**src/rtl/qpc_pkg.sv**
```systemverilog
package qpc_pkg;

    typedef enum logic [1:0] {
        SRC_QUAD     = 2'b00,
        SRC_PULSEDIR = 2'b01,
        SRC_UP       = 2'b10,
        SRC_DOWN     = 2'b11
    } src_e;

    localparam int ADDR_W = 3;
    localparam int CSR_W  = 16;

    localparam logic [ADDR_W-1:0] AD_POS  = 3'd0;
    localparam logic [ADDR_W-1:0] AD_MAX  = 3'd1;
    localparam logic [ADDR_W-1:0] AD_DEC  = 3'd2;
    localparam logic [ADDR_W-1:0] AD_RUN  = 3'd3;
    localparam logic [ADDR_W-1:0] AD_MASK = 3'd4;
    localparam logic [ADDR_W-1:0] AD_FLAG = 3'd5;
    localparam logic [ADDR_W-1:0] AD_CLR  = 3'd6;

    localparam int BIT_SRC_LO = 14;
    localparam int BIT_RATE   = 11;
    localparam int BIT_RUN    = 3;
    localparam int BIT_OVF    = 6;
    localparam int BIT_UNF    = 5;
    localparam int BIT_GLB    = 0;

    typedef struct packed {
        logic step;
        logic up;
    } step_t;

    // x4 quadrature direction: new A against old B
    function automatic logic quad_up(input logic a_now, input logic b_old);
        return a_now ^ b_old;
    endfunction

endpackage

```
**src/rtl/qpc_sync.sv**
```systemverilog
module qpc_sync #(
    parameter int W = 2
) (
    input  logic         clk,
    input  logic         rst,
    input  logic [W-1:0] d_async,
    output logic [W-1:0] d_sync
);
    logic [W-1:0] meta_q;
    logic [W-1:0] stab_q;

    always_ff @(posedge clk) begin
        if (rst) begin
            meta_q <= '0;
            stab_q <= '0;
        end else begin
            meta_q <= d_async;
            stab_q <= meta_q;
        end
    end

    assign d_sync = stab_q;
endmodule

```
**src/rtl/qpc_decoder.sv**
```systemverilog
module qpc_decoder
    import qpc_pkg::*;
(
    input  logic  clk,
    input  logic  rst,
    input  logic  a_s,
    input  logic  b_s,
    input  src_e  src,
    input  logic  both_edges,
    output step_t st
);
    logic a_d, b_d;
    logic a_chg, b_chg, a_rise;

    always_ff @(posedge clk) begin
        if (rst) begin
            a_d <= 1'b0;
            b_d <= 1'b0;
        end else begin
            a_d <= a_s;
            b_d <= b_s;
        end
    end

    assign a_chg  = a_s ^ a_d;
    assign b_chg  = b_s ^ b_d;
    assign a_rise = a_s & ~a_d;

    always_comb begin
        st = '0;
        unique case (src)
            SRC_QUAD: begin
                st.step = a_chg ^ b_chg;
                st.up   = quad_up(a_s, b_d);
            end
            SRC_PULSEDIR: begin
                st.step = a_rise;
                st.up   = b_s;
            end
            SRC_UP: begin
                st.step = both_edges ? a_chg : a_rise;
                st.up   = 1'b1;
            end
            SRC_DOWN: begin
                st.step = both_edges ? a_chg : a_rise;
                st.up   = 1'b0;
            end
            default: st = '0;
        endcase
    end

    // a double transition in quadrature never makes a step
    p_no_double_step_r4: assert property (@(posedge clk) disable iff (rst)
        (src == SRC_QUAD && a_chg && b_chg) |-> !st.step);

    // pulse/direction counts only on a rising A
    p_pulse_rise_only_r5: assert property (@(posedge clk) disable iff (rst)
        (src == SRC_PULSEDIR && st.step) |-> (a_s && !a_d));
endmodule

```
**src/rtl/qpc_position.sv**
```systemverilog
module qpc_position
    import qpc_pkg::*;
#(
    parameter int POS_W = 32
) (
    input  logic             clk,
    input  logic             rst,
    input  logic             cnt_en,
    input  step_t            st,
    input  logic             wr_pos,
    input  logic             wr_max,
    input  logic [POS_W-1:0] wdata,
    output logic [POS_W-1:0] pos,
    output logic [POS_W-1:0] ceil_v,
    output logic             ovf_evt,
    output logic             unf_evt
);
    localparam logic [POS_W-1:0] ONE = POS_W'(1);

    logic [POS_W-1:0] pos_q, max_q, pos_nx;
    logic             move;

    assign move = cnt_en & st.step & ~wr_pos;

    always_comb begin
        if (st.up) pos_nx = (pos_q == max_q) ? '0 : pos_q + ONE;
        else       pos_nx = (pos_q == '0) ? max_q : pos_q - ONE;
    end

    assign ovf_evt = move &  st.up & (pos_q == max_q);
    assign unf_evt = move & ~st.up & (pos_q == '0);

    always_ff @(posedge clk) begin
        if (rst) begin
            pos_q <= '0;
            max_q <= '1;
        end else begin
            if (wr_max) max_q <= wdata;
            if (wr_pos)    pos_q <= wdata;
            else if (move) pos_q <= pos_nx;
        end
    end

    assign pos    = pos_q;
    assign ceil_v = max_q;

    // disabled counter holds unless the host writes it
    p_hold_when_off_r7: assert property (@(posedge clk) disable iff (rst)
        (!cnt_en && !wr_pos && !wr_max) |=> $stable(pos_q));

    // up from ceiling lands on zero
    p_ovf_wrap_r8: assert property (@(posedge clk) disable iff (rst)
        (cnt_en && st.step && st.up && !wr_pos && pos_q == max_q) |=> (pos_q == '0));

    // down from zero lands on the ceiling
    p_unf_wrap_r8: assert property (@(posedge clk) disable iff (rst)
        (cnt_en && st.step && !st.up && !wr_pos && !wr_max && pos_q == '0)
            |=> (pos_q == $past(max_q)));
endmodule

```
**src/rtl/quad_pos_counter.sv**
```systemverilog
module quad_pos_counter
    import qpc_pkg::*;
#(
    parameter int POS_W = 32
) (
    input  logic              clk,
    input  logic              rst,
    input  logic              enc_a,
    input  logic              enc_b,
    input  logic [ADDR_W-1:0] host_addr,
    input  logic              host_wr,
    input  logic [POS_W-1:0]  host_wdata,
    output logic [POS_W-1:0]  host_rdata,
    output logic              irq
);
    localparam int PAD_W = POS_W - CSR_W;

    logic [1:0]       ab_s;
    step_t            st;
    logic [CSR_W-1:0] dec_q, run_q, mask_q, clr_v, flag_v;
    logic             ovf_q, unf_q, glb_q;
    logic             ovf_evt, unf_evt, armed;
    logic [POS_W-1:0] pos, ceil_v;
    src_e             src;

    qpc_sync #(.W(2)) u_sync (
        .clk     (clk),
        .rst     (rst),
        .d_async ({enc_a, enc_b}),
        .d_sync  (ab_s)
    );

    assign src = src_e'(dec_q[BIT_SRC_LO +: 2]);

    qpc_decoder u_dec (
        .clk        (clk),
        .rst        (rst),
        .a_s        (ab_s[1]),
        .b_s        (ab_s[0]),
        .src        (src),
        .both_edges (dec_q[BIT_RATE]),
        .st         (st)
    );

    qpc_position #(.POS_W(POS_W)) u_pos (
        .clk     (clk),
        .rst     (rst),
        .cnt_en  (run_q[BIT_RUN]),
        .st      (st),
        .wr_pos  (host_wr && host_addr == AD_POS),
        .wr_max  (host_wr && host_addr == AD_MAX),
        .wdata   (host_wdata),
        .pos     (pos),
        .ceil_v  (ceil_v),
        .ovf_evt (ovf_evt),
        .unf_evt (unf_evt)
    );

    assign clr_v = (host_wr && host_addr == AD_CLR) ? host_wdata[CSR_W-1:0] : '0;
    assign armed = (ovf_q & mask_q[BIT_OVF]) | (unf_q & mask_q[BIT_UNF]);

    always_ff @(posedge clk) begin
        if (rst) begin
            dec_q  <= '0;
            run_q  <= '0;
            mask_q <= '0;
            ovf_q  <= 1'b0;
            unf_q  <= 1'b0;
            glb_q  <= 1'b0;
        end else begin
            if (host_wr && host_addr == AD_DEC)  dec_q  <= host_wdata[CSR_W-1:0];
            if (host_wr && host_addr == AD_RUN)  run_q  <= host_wdata[CSR_W-1:0];
            if (host_wr && host_addr == AD_MASK) mask_q <= host_wdata[CSR_W-1:0];
            ovf_q <= ovf_evt | (ovf_q & ~clr_v[BIT_OVF]);
            unf_q <= unf_evt | (unf_q & ~clr_v[BIT_UNF]);
            glb_q <= clr_v[BIT_GLB] ? 1'b0 : (glb_q | armed);
        end
    end

    always_comb begin
        flag_v          = '0;
        flag_v[BIT_OVF] = ovf_q;
        flag_v[BIT_UNF] = unf_q;
        flag_v[BIT_GLB] = glb_q;
    end

    always_comb begin
        unique case (host_addr)
            AD_POS:  host_rdata = pos;
            AD_MAX:  host_rdata = ceil_v;
            AD_DEC:  host_rdata = {{PAD_W{1'b0}}, dec_q};
            AD_RUN:  host_rdata = {{PAD_W{1'b0}}, run_q};
            AD_MASK: host_rdata = {{PAD_W{1'b0}}, mask_q};
            AD_FLAG: host_rdata = {{PAD_W{1'b0}}, flag_v};
            default: host_rdata = '0;
        endcase
    end

    assign irq = glb_q;

    // global flag only rises after an enabled flag was set
    p_glb_has_cause_r10: assert property (@(posedge clk) disable iff (rst)
        $rose(glb_q) |-> $past(armed));

    // a clear of overflow without a fresh event empties it
    p_ovf_clears_r11: assert property (@(posedge clk) disable iff (rst)
        (clr_v[BIT_OVF] && !ovf_evt) |=> !ovf_q);

    // a clear of the global flag takes effect on the next cycle
    p_glb_clears_r11: assert property (@(posedge clk) disable iff (rst)
        clr_v[BIT_GLB] |=> !glb_q);
endmodule

```
**config.mk**
```make
export PLATFORM = sky130hd
export DESIGN_NAME = quad_pos_counter
export DESIGN_NICKNAME = d
export VERILOG_FILES = /design/src/rtl/qpc_pkg.sv /design/src/rtl/qpc_sync.sv /design/src/rtl/qpc_decoder.sv /design/src/rtl/qpc_position.sv /design/src/rtl/quad_pos_counter.sv
export SDC_FILE = /design/constraint.sdc
export NUM_CORES = 1
export LEC_CHECK = 0
export BUFFER_PORTS_ARGS = -buffer_cell sky130_fd_sc_hd__buf_2
export CORE_UTILIZATION = 56
export CTS_BUF_LIST = sky130_fd_sc_hd__clkbuf_8
export CTS_CLUSTER_DIAMETER = 60
export DETAILED_ROUTE_END_ITERATION = 10
export PLACE_DENSITY = 0.9
export SYNTH_ARGS = -nofsm -noshare
export SYNTH_HDL_FRONTEND = slang
export SYNTH_SLANG_ARGS = --single-unit
```
**constraint.sdc**
```tcl
create_clock -name clk -period 2.4 [get_ports clk]
set_input_delay 0.12 -clock clk [delete_from_list [all_inputs] [get_ports clk]]
set_output_delay 0.12 -clock clk [all_outputs]
set_load 0.01 [all_outputs]
```
==> Yosys cells after proc, flatten, opt, wreduce, memory -nomap -nowiden <==
Cells that the tools add are included.
{ "word_totals": {"reg_bits": 121, "elab_cells": 68} }
{ "classes": {"n_addsub": 2, "eq_ne": 10, "mux": 9, "n_bitwise": 24, "n_reduce_logical": 11} }
{ "op_table": {"columns": ["op", "n"], "rows": [
  ["$pmux 32 s6", 1],
  ["$mux 32", 5],
  ["$add 32x1->32 const B", 1],
  ["$eq 32x32->1", 1],
  ["$logic_not 32->1", 1],
  ["$sub 32x1->32 const B", 1],
  ["$and 1x1->1", 11],
  ["$eq 3x3->1 const B", 3],
  ["$pmux 2 s4", 1],
  ["$mux 7", 1],
  ["$eq 3x2->1 const B", 2],
  ["$logic_and 1x1->1", 6],
  ["$not 1->1", 5],
  ["$eq 2x2->1 const B", 2],
  ["$or 1x1->1", 4],
  ["$xor 1x1->1", 4],
  ["$eq 3x1->1 const B", 1],
  ["$logic_not 3->1", 1],
  ["$eq 2x1->1 const B", 1],
  ["$logic_not 2->1", 1],
  ["$reduce_bool 2->1", 1],
  ["$reduce_or 2->1", 1],
  ["$mux 1", 1]
]} }

==> Longest topological paths before layout <==
{ "logic_depth": {"ltp_word": 9, "mapped_depth": 12, "mapped_depth_nobuf": 9} }

==> Modules after synthesis <==
From an unflattened synthesis, not the netlist that was laid out.
{ "hier_totals": {"cells_unflattened": 964, "area_unflattened_um2": 7832.5} }
{ "by_module_without_submodules": {"columns": ["mod", "n_inst", "cells_per_inst", "area_per_inst_um2", "seq_area_each_um2"], "rows": [
  ["qpc_position", 1, 583, 4640.7, 1281.2],
  ["quad_pos_counter", 1, 356, 2946.6, 1021.0],
  ["qpc_decoder", 1, 17, 140.1, 40.0],
  ["qpc_sync", 1, 8, 105.1, 80.1]
]} }

==> Worst setup path before layout <==
Ideal clock, no wire load.
{ "synth_timing": {"path_type": "flip-flop to flip-flop", "startpoint": "register u_pos.pos_q[1] (netlist: u_pos.pos[1])", "endpoint": "register u_pos.pos_q[8] (netlist: u_pos.pos[8])", "setup_time_ns": 0.092, "arrival_ns": 2.229, "setup_slack_ns": 0.079, "path_stages_with_launch": 12, "period_less_slack_ns": 2.321, "cell_sequence": "dfxtp_1 clkbuf_1 inv_1 ha_1 or4b_4 nor3_2 and3_1 buf_6 or4_1 a31oi_1 a211oi_1 nor4_1"} }
{ "synth_via": {"elab_chain_cells": 5} }
{ "synth_rtl": {"columns": ["item", "line_no", "text"], "rows": [
  ["from (decl)", "qpc_position.sv:20", "logic [POS_W-1:0] pos_q, max_q, pos_nx;"],
  ["from (signal assigned)", "qpc_position.sv:39", "if (wr_pos) pos_q <= wdata;"],
  ["from (signal assigned)", "qpc_position.sv:40", "else if (move) pos_q <= pos_nx;"],
  ["$sub 32x1->32, or another cell as far along", "qpc_position.sv:27", "else pos_nx = (pos_q == '0) ? max_q : pos_q - ONE;"],
  ["$mux 32 (on tied branches)", "qpc_position.sv:27, qpc_position.sv:26", null],
  ["$mux 32 (*)", "qpc_position.sv:26", "if (st.up) pos_nx = (pos_q == max_q) ? '0 : pos_q + ONE;"],
  ["$mux 32 (*)", "qpc_position.sv:40", null],
  ["$mux 32 (*)", "qpc_position.sv:39", null]
]} }
Mark *: on every way between the ends. The rest lies on a longest branch, timed or not. The select of a mux whose other input is x is not followed.
A chain may end at the register's enable or synchronous reset.

==> Worst setup path in the final report <==
{ "layout_timing": {"startpoint": "register u_pos.pos_q[0] (netlist: u_pos.pos[0])", "endpoint": "register u_pos.pos_q[7] (netlist: u_pos.pos[7])"} }
The elaborated chain is that of the path after synthesis.

==> results by group <==
STA
  • Final Max Tran Viols: 0
  • Worst rel slew slack: 35.9%
  • Final Hold Fails: 0
  • Final Cycle Share: 101%
  • Peak Freq: 414 MHz
  • Tmin final: 2.41 ns
  • RSZ-0062 raised after global routing: true
  • PnR worst setup slack: -0.0145 ns
  • Setup-failing EPs final: 2
  • Slew @ Worst Pin: 0.958 ns
  • Clock Skew: 0.0159 ns

Detailed routing
  • Via count: 9438
  • Final wirelength: 30.2 mm
  • Antenna Violating Nets Remaining: 0
  • Initial DRC count: 1604
  • Post-DR wirelength/cell: 21.4 µm
  • Remaining DRCs: 0
  • Vias per cell: 6.70
  • Drt pass-1 iters: 7

Yosys
  • Most used DFF post-synth: dfxtp_1
  • Yosys reg bits: 121
  • Avg Cell Area, Syn: 7.42 µm²
  • Cells after Synth: 1052
  • Synth unique cells: 69
  • Async S/R FF share, synth: 0%
  • Synthesized area: 7800 µm²
  • Post-synth EDFFs: 0
  • Synthesized Nets: 1096
  • Sequential element share of the synthesized area: 31.0%
  • Cell taking the most area after synthesis: dfxtp_1
  • Top cells by area, synth: dfxtp_1 (31%), nand2_1 (10%), a21oi_1 (5.7%)
  • Synth top area share: 31.0%
  • Yosys warns: 0

Worst setup path
  • Worst setup EP type: flip-flop
  • Critical path's top delay family: simple AND/OR/NAND/NOR gates
  • CP peak stage delay: 0.48 ns
  • Cells on worst reg2reg path: 11
  • Critical path depth in cells: 11
  • Cell mode on critical path: buf_6
  • Slowest-stage cell, CP: or4b_4
  • Critical path type: flip-flop to flip-flop
  • Worst EP required: 2.81 ns
  • Worst-path cell chain: inv_2, ha_2, or4b_4, nor3_4, nand3_4, buf_6, buf_6, clkbuf_16, a211oi_2, a211o_1, a22o_1
  • Worst Path Max Fanout: 7
  • CP startpoint kind: flip-flop
  • Number of buffer and inverter stages on the critical path: 4
  • CP arrival: 2.82 ns

Clocking
  • H-Tree Depth: 4
  • CTS Root Cell: clkbuf_8
  • CTS tree: done
  • Worst-path clk slew: 0.08 ns
  • Clock sink total: 121
  • Maximum clock path buffer count: 2
  • Worst-Skew Late Latency: 0.47 ns
  • Number of buffers created by CTS: 17

Die
  • # IOs: 73
  • Die area: 14400 µm²
  • Die X: 120 µm
  • Die height: 120 µm
  • Core ar.: 13400 µm²
  • Cell row count: 42
  • Starting Density: 58.2%

Hold path
  • Hold Path Class: primary input to flip-flop
  • Hold Path Cell Cnt: 4

Global route
  • Initial antenna violation count: 0
  • Total gr overflow: 0
  • Vias in the first global route: 8625
  • GRT Util Overall: 41.1%
  • First-pass GRT wire length: 45.8 mm
  • Largest net degree at the start of global routing: 58

Placement
  • Placed insts: 1330
  • PortBufs: 72
  • Final Wtd Congestion: 1.03
  • HPWL after DPL: 20.0 mm

Layout
  • Final net count: 1263
  • P&R area growth vs syn: 27.2%
  • Util after Layout: 74.1%
  • Layout cells sized above 1: 24.3%
  • Antenna diodes: 0
  • Fillers: 986
  • Finished Layout Cells: 1408

Run
  • Max cap viols: 0

Power and ir drop
  • Max rail drop VDD: 418 µV
  • LEAKAGE: 4.00 nW
  • PD cells: 570 nW/µm²

Outcome
  • Failing checks: negative setup slack
  • Status: complete, but fails checks
cell usage after synthesis (8+ instances only):
library cell,number
nand2_1,207
dfxtp_1,121
a21oi_1,89
nor2_1,73
clkbuf_1,61
xor2_1,44
o21ai_0,37
nand3_1,36
nor3_1,31
xnor2_1,27
buf_2,25
mux2i_1,23
nand3b_1,22
nor4_1,21
nand4_1,20
a22o_1,18
o22ai_1,18
nor2b_1,15
a211oi_1,13
a22oi_1,12
a31oi_1,9
and3_1,9
mux2_2,8
path summary, 6_finish.rpt:
check	from	to	slack, ns
worst max register to register	u_pos.pos[0]$_SDFFE_PP0P_	u_pos.pos[7]$_SDFFE_PP0P_	-0.01
worst max-delay path	u_pos.pos[0]$_SDFFE_PP0P_	u_pos.pos[7]$_SDFFE_PP0P_	-0.01
worst min-delay path	rst	u_pos.pos[13]$_SDFFE_PP0P_	0.20
worst min register to register	u_sync.meta_q[1]$_SDFF_PP0_	u_sync.d_sync[1]$_SDFF_PP0_	0.45
sequential cells by signal, summed over array words and instances (netlist names):
register,cells
mask_q,16
u_pos.pos,32
u_pos.ceil_v,32
dec_q,16
u_dec.b_d,1
ovf_q,1
irq,1
u_dec.a_d,1
unf_q,1
run_q,16
u_sync.meta_q,2
u_sync.d_sync,2
per-stage QoR:
stage          power (W)  hold slack [ns]  TNS (ns)  area (µm²)  setup slack, ns
5_1_grt          0.00584            0.219     -1.34        9930          -0.0990
3_5_place_dp     0.00358            0.338    -0.144        8940          -0.0412
3_3_place_gp     0.00356            0.331  -0.00434        8940         -0.00434
2_1_floorplan    0.00309            0.219         0        7800           0.0789
4_1_cts          0.00539            0.179         0        9690          0.00741
6_report         0.00566            0.204   -0.0147        9930          -0.0145
routing by layer:
layer / share of wire (%) / vias up / global-route usage (%) / routed length, µm
met2: 45 / 834 / 62.6 / 13500
met5: 0 / - / 0 / 0
met4: 5.0 / 0 / 21.8 / 1520
met3: 14 / 179 / 11.0 / 4130
li1: - / 4088 / - / -
met1: 37 / 4337 / 52.8 / 11000
what timing repair did:
action	CTS	global route
pin swaps	1	18
endpoints found under the setup margin	5	30
cloned	0	3
buffers inserted	2	7
endpoints found under the hold margin	97	0
hold buffers	34	0
resized for setup	3	46
layout make-up:
type / instances / area, µm² / share of cell area (%)
clock buffer: 17 / 234 / 2.36
clock inverter: 15 / 143 / 1.44
inverter: 6 / 22.5 / 0.227
multi-input combinational: 826 / 5030 / 50.7
sequential: 121 / 2430 / 24.5
tap: 176 / 220 / 2.22
timing repair buffer: 247 / 1850 / 18.6
kinds of logic after synthesis:
kind of cell	count (synthesis)	synth area share (%)
compound gates	245	20.0
flops	121	31.0
buf+inv	105	6.14
fa+ha+maj	4	0.641
mux	31	4.10
simple gates	474	29.9
xor+xnor	72	8.26
layout by cell type, fill, tap and decap left out, drive strengths merged, types with 7 or more instances in the layout:
cell type,instances
o21ai,43
a211oi,13
xor2,44
o211ai,7
nor3,34
clkbuf,19
and3,9
nor2,73
buf,211
clkinv,7
nand3b,22
nor4,26
xnor2,27
mux2i,23
o22ai,18
a22oi,13
mux2,8
or3,7
a31oi,9
nand4,21
nor2b,15
a22o,18
dlygate4sd3,34
inv,9
and4,7
nand2,207
nand3,37
a21oi,89
dfxtp,121
tightest hold or removal path: cells and delay by family:
family	cells	cell delay (ns)
AND/OR/NAND/NOR	2	0.27
buffers and inverters	1	0.11
AO/OA/AOI/OAI	1	0.12
power breakdown:
group | leakage (nW) | internal (W) | total, W | switching, W
Combinational | 2.84 | 0.000749 | 0.00171 | 0.000962
Clock | 0.181 | 0.000833 | 0.00181 | 0.000974
Sequential | 0.986 | 0.00207 | 0.00214 | 0.0000719
(Power assumes the default switching activity.)
